File: src/rtl/wbna_pkg.sv
package wbna_pkg;

  // Where the current master cycle is headed.
  typedef enum logic [1:0] {
    ROUTE_IDLE = 2'd0,
    ROUTE_FWD  = 2'd1,
    ROUTE_REJ  = 2'd2
  } route_e;

endpackage

File: src/rtl/wbna_lane_decode.sv
module wbna_lane_decode
  import wbna_pkg::*;
#(
  parameter int LANES = 8,
  localparam int IDX_W = $clog2(LANES)
) (
  input  logic [LANES-1:0] sel,
  input  logic             cyc,
  output logic             one_hot,
  output logic [IDX_W-1:0] lane_idx,
  output route_e           route
);

  // Number of asserted select bits.
  function automatic int count_set(input logic [LANES-1:0] v);
    int n;
    n = 0;
    for (int i = 0; i < LANES; i++) begin
      if (v[i]) n++;
    end
    return n;
  endfunction

  // Index of the lowest asserted bit; zero when none is set.
  function automatic logic [IDX_W-1:0] lowest_set(input logic [LANES-1:0] v);
    logic [IDX_W-1:0] r;
    r = '0;
    for (int i = LANES - 1; i >= 0; i--) begin
      if (v[i]) r = IDX_W'(i);
    end
    return r;
  endfunction

  int set_count;

  always_comb begin
    set_count = count_set(sel);
    one_hot   = (set_count == 1);
    lane_idx  = lowest_set(sel);
    if (!cyc)         route = ROUTE_IDLE;
    else if (one_hot) route = ROUTE_FWD;
    else              route = ROUTE_REJ;
  end

endmodule

File: src/rtl/wbna_wr_mux.sv
module wbna_wr_mux #(
  parameter int M_DW = 64,
  parameter int S_DW = 8,
  localparam int LANES = M_DW / S_DW,
  localparam int IDX_W = $clog2(LANES)
) (
  input  logic [M_DW-1:0]  wide,
  input  logic [IDX_W-1:0] lane_idx,
  output logic [S_DW-1:0]  narrow
);

  logic [S_DW-1:0] lane_arr [LANES];

  for (genvar g = 0; g < LANES; g++) begin : g_lane
    assign lane_arr[g] = wide[g*S_DW +: S_DW];
  end

  assign narrow = lane_arr[lane_idx];

endmodule

File: src/rtl/wbna_rd_steer.sv
module wbna_rd_steer #(
  parameter int M_DW = 64,
  parameter int S_DW = 8,
  localparam int LANES = M_DW / S_DW,
  localparam int IDX_W = $clog2(LANES)
) (
  input  logic             en,
  input  logic [IDX_W-1:0] lane_idx,
  input  logic [S_DW-1:0]  narrow,
  output logic [M_DW-1:0]  wide
);

  for (genvar g = 0; g < LANES; g++) begin : g_lane
    assign wide[g*S_DW +: S_DW] = (en && lane_idx == IDX_W'(g)) ? narrow : '0;
  end

endmodule

File: src/rtl/wbna_reject_resp.sv
module wbna_reject_resp (
  input  logic clk,
  input  logic rst_n,
  input  logic rej_req,
  output logic ack_q
);

  // One wait state, then a single-cycle pulse. It toggles if the strobe is held.
  always_ff @(posedge clk or negedge rst_n) begin
    if (!rst_n) ack_q <= 1'b0;
    else        ack_q <= rej_req & ~ack_q;
  end

endmodule

File: src/rtl/wbna_adapter.sv
module wbna_adapter
  import wbna_pkg::*;
#(
  parameter int M_DW    = 64,
  parameter int S_DW    = 8,
  parameter int S_AW    = 12,
  parameter bit REJ_ERR = 1'b1,
  localparam int LANES = M_DW / S_DW,
  localparam int IDX_W = $clog2(LANES),
  localparam int WA_W  = S_AW - IDX_W
) (
  input  logic             clk,
  input  logic             rst_n,
  input  logic [WA_W-1:0]  m_wadr,
  input  logic [M_DW-1:0]  m_dat_w,
  input  logic [LANES-1:0] m_sel,
  input  logic             m_cyc,
  input  logic             m_stb,
  input  logic             m_we,
  output logic [M_DW-1:0]  m_dat_r,
  output logic             m_ack,
  output logic             m_err,
  output logic [S_AW-1:0]  s_adr,
  output logic [S_DW-1:0]  s_dat_w,
  output logic             s_we,
  output logic             s_stb,
  output logic             s_cyc,
  input  logic [S_DW-1:0]  s_dat_r,
  input  logic             s_ack
);

  logic             one_hot;
  logic [IDX_W-1:0] lane_idx;
  route_e           route;
  logic             fwd;
  logic             rej_req;
  logic             rej_ack;
  logic [M_DW-1:0]  steered;

  wbna_lane_decode #(.LANES(LANES)) u_dec (
    .sel      (m_sel),
    .cyc      (m_cyc),
    .one_hot  (one_hot),
    .lane_idx (lane_idx),
    .route    (route)
  );

  assign fwd     = (route == ROUTE_FWD);
  assign rej_req = (route == ROUTE_REJ) & m_stb;

  wbna_wr_mux #(.M_DW(M_DW), .S_DW(S_DW)) u_wr (
    .wide     (m_dat_w),
    .lane_idx (lane_idx),
    .narrow   (s_dat_w)
  );

  wbna_rd_steer #(.M_DW(M_DW), .S_DW(S_DW)) u_rd (
    .en       (fwd),
    .lane_idx (lane_idx),
    .narrow   (s_dat_r),
    .wide     (steered)
  );

  wbna_reject_resp u_rej (
    .clk     (clk),
    .rst_n   (rst_n),
    .rej_req (rej_req),
    .ack_q   (rej_ack)
  );

  assign s_adr = {m_wadr, lane_idx};
  assign s_we  = m_we;
  assign s_stb = m_stb;
  assign s_cyc = m_cyc & one_hot;

  assign m_ack   = fwd ? s_ack : rej_ack;
  assign m_dat_r = fwd ? steered : (rej_ack ? '1 : '0);

  if (REJ_ERR) begin : g_err
    assign m_err = rej_ack & ~fwd;
  end else begin : g_noerr
    assign m_err = 1'b0;
  end

endmodule

File: config.mk
export PLATFORM = sky130hd
export DESIGN_NAME = wbna_adapter
export DESIGN_NICKNAME = d
export VERILOG_FILES = /design/src/rtl/wbna_pkg.sv /design/src/rtl/wbna_lane_decode.sv /design/src/rtl/wbna_wr_mux.sv /design/src/rtl/wbna_rd_steer.sv /design/src/rtl/wbna_reject_resp.sv /design/src/rtl/wbna_adapter.sv
export SDC_FILE = /design/constraint.sdc
export NUM_CORES = 1
export LEC_CHECK = 0
export BUFFER_PORTS_ARGS = -buffer_cell sky130_fd_sc_hd__buf_2
export CORE_MARGIN = 2
export CORE_UTILIZATION = 40
export DETAILED_ROUTE_END_ITERATION = 6
export PLACE_DENSITY = 0.88
export REMOVE_ABC_BUFFERS = 1
export SYNTH_ARGS = -nofsm -noshare
export SYNTH_HDL_FRONTEND = slang
export SYNTH_SLANG_ARGS = --single-unit
File: constraint.sdc
create_clock -name clk -period 14.9 [get_ports clk]
set_input_delay 2.98 -clock clk [delete_from_list [all_inputs] [get_ports clk]]
set_output_delay 2.98 -clock clk [all_outputs]
set_load 0.05 [all_outputs]
==> results.sh <==
export IMPL_die_height_um=72.5
export IMPL_hpwlAfterDp_um=5560
export IMPL_grt_busiest_layer="met2"
export IMPL_grt_ovfl_total=0
export IMPL_synth_seq_area_share=0.0134
export IMPL_grt_pass1_wl_um=10700
export IMPL_post_cts_buffers=0
export IMPL_p_leak_nw=1.43
export IMPL_ys_top_cells_by_area="o21ai_0 (13%), nand2_1 (11%), mux2i_1 (6.9%)"
export IMPL_syn_to_final_growth_pct=38.0
export IMPL_drv_slew=0
export IMPL_worst_path_buf_inv=4
export IMPL_critPathSlowestCell="a31o_2"
export IMPL_ir_worst_vdd_uv=69.4
export IMPL_hold_end="u_rej.ack_q$_DFF_PN0_"
export IMPL_endpoint_kind="output port"
export IMPL_finalHoldViolations=0
export IMPL_wl_um=7060
export IMPL_synth_ff_type="dfrtp_1"
export IMPL_cellPowerDensity_mw_per_mm2=141
export IMPL_status="finished, final reports clean"
export IMPL_synth_edff_count=0
export IMPL_antenna_found_initial=0
export IMPL_largest_register="u_rej.ack_q"
export IMPL_final_period_utilization=0.769
export IMPL_r2r_start="u_rej.ack_q$_DFF_PN0_"
export IMPL_grtUsageMet3=0.0417
export IMPL_drive_gt1_frac=0.433
export IMPL_pin_count=184
export IMPL_fin_skew_ps=0
export IMPL_final_nets=538
export IMPL_ant_nets=0
export IMPL_hold_buffers=0
export IMPL_maxCapViolCount=0
export IMPL_tightest_slew_ps=1010
export IMPL_critPathKind="in2out"
export IMPL_synth_top_area_cell="o21ai_0"
export IMPL_worst_slack_ps=3440
export IMPL_crit_top_cell="ha_1"
export IMPL_start_util=0.422
export IMPL_synth_common_cells="nand2_1 (56), o21ai_0 (50), inv_1 (20), nor2_1 (16), mux2i_1 (13)"
export IMPL_rrSetupSlack_ps=14240
export IMPL_clk_latency_ps=0
export IMPL_post_cts_resized=0
export IMPL_crit_chain="buf_2, inv_1, ha_1, xor2_1, ha_1, mux2_2, ha_1, mux2_2, ha_1, a221o_1, ha_1, inv_1, a21oi_1, ha_1, nor2b_1, a21oi_1, nand2_1, o31ai_1, a211oi_4, a31o_2, o21ai_0, buf_2"
export IMPL_globalplace_congestion=0.818
export IMPL_dp_worst_setup_slack_ps=3450
export IMPL_diodes=0
export IMPL_period_minus_slack_ps=11460
export IMPL_required_ps=11920
export IMPL_reg2regPathDepth=2
export IMPL_hp_class="reg2reg"
export IMPL_largest_register_ffs=1
export IMPL_utilization=0.582
export IMPL_rsz0062_at_grt="false"
export IMPL_yosysWarnings=0
export IMPL_slew_headroom=0.328
export IMPL_fillers=430
export IMPL_clk_pin_slew_ps=0
export IMPL_vias_per_cell=5.51
export IMPL_grtUsageTotal=0.247
export IMPL_holdPathStages=2
export IMPL_timing_fmax_ghz=0.0872
export IMPL_yosysMostFrequentCell="nand2_1"
export IMPL_vias=2676
export IMPL_netlist_instances=300
export IMPL_r2r_end="u_rej.ack_q$_DFF_PN0_"
export IMPL_die_w_um=72.5
export IMPL_post_route_drc_count=0
export IMPL_grt_pass1_vias=2368
export IMPL_total_power_uw=365
export IMPL_netlist_cell_type_count=48
export IMPL_grt_start_max_net_pins=67
export IMPL_die_area_mm2=0.00525
export IMPL_gr_usage_met2=0.483
export IMPL_worst_setup_path_start_kind="input port"
export IMPL_io_buffers=163
export IMPL_ys_seq_elements=1
export IMPL_synthArstFlopShare=1.00
export IMPL_post_drt_wl_per_cell_um=14.5
export IMPL_fin_tns_setup_ps=0
export IMPL_syn_area_mm2=0.00187
export IMPL_core_area_mm2=0.00444
export IMPL_drtPass1Iterations=4
export IMPL_hp_start="u_rej.ack_q$_DFF_PN0_"
export IMPL_drt_iter0_drc=118
export IMPL_cpPeakStageDelay_ps=890
export IMPL_grtUsageMet1=0.282
export IMPL_cp_arrival_ps=8480
export IMPL_setup_viol=0
export IMPL_synth_top_cell_area_share=0.134
export IMPL_rows=24
export IMPL_cp_max_fo=66
export IMPL_reg_top3="u_rej.ack_q x1"
export IMPL_syn_mean_instance_area_um2=6.25
export IMPL_crit_family="compound AO/OA/AOI/OAI gates"
==> layout by cell type, fill, tap and decap left out, types with 3 or more instances in the layout <==
master    count
ha_1          7
a311oi_1      5
a211oi_1      7
buf_4         3
a31o_2        6
nand2_1      56
xnor2_1       4
buf_2       163
inv_1        20
o21ai_1       3
o21ai_2       7
a21oi_1       5
nor2_1       16
o31ai_1       9
nand3_1      10
a221oi_1      4
o21ai_0      50
nand4_1       7
xor2_1        4
nor2b_1       7
mux2i_1      13
==> metrics by stage <==
stage | cell area (µm²) | hold WS, ps | instances
floorplan | 1670 | 535 | 268
global placement | 2590 | 576 | 486
detailed placement | 2590 | 583 | 486
CTS | 2590 | 575 | 486
global route | 2590 | 604 | 486
finish | 2590 | 573 | 486
==> final cells by class <==
type / instances / area (µm²) / share of cell area
inverter: 21 / 78.8 / 0.0305
tap: 52 / 65.1 / 0.0252
sequential: 1 / 25.0 / 0.00968
timing repair buffer: 166 / 838 / 0.324
multi-input combinational: 246 / 1580 / 0.611
==> logic make-up (layout without fill, tap and decap cells) <==
group,after synthesis,in the layout,synth area share
AOI/OAI and AO/OA,106,106,0.370
adders and majority gates,7,7,0.0467
buffers and inverters,53,187,0.150
DFF,1,1,0.0133
xor gates and xnor gates,10,10,0.0634
muxes,16,16,0.0888
and+or+nand+nor,107,107,0.268
==> report_power, final <==
part	internal, mW	switching [mW]	total (mW)
clock	0	0	0
combinational	0.0838	0.278	0.361
sequential	0.00331	0.000177	0.00348
total	0.0872	0.278	0.365
==> worst max-delay path by stage <==
stage                     startpoint          end  slack (ps)  cells after the start
after floorplan             m_sel[0]   m_dat_r[0]        3310                     20
after global routing        m_sel[0]  m_dat_r[27]        3000                     22
after detailed placement    m_sel[0]  m_dat_r[27]        3450                     22
after global placement      m_sel[0]  m_dat_r[27]        3680                     22
final                       m_sel[0]  m_dat_r[27]        3440                     22
after CTS                   m_sel[0]  m_dat_r[27]        3460                     22
==> worst register-to-register path: stages (launching register included) <==
cell	delay [ps]
dfrtp_1	340
inv_1	70
and4_1	170
==> per-layer routing <==
layer,wire [µm],share of wire
met1,2850,0.40
met2,3630,0.51
met3,508,0.072
met4,67,0.0095
met5,0,0
Note: power is estimated with default switching activity, not from simulation.
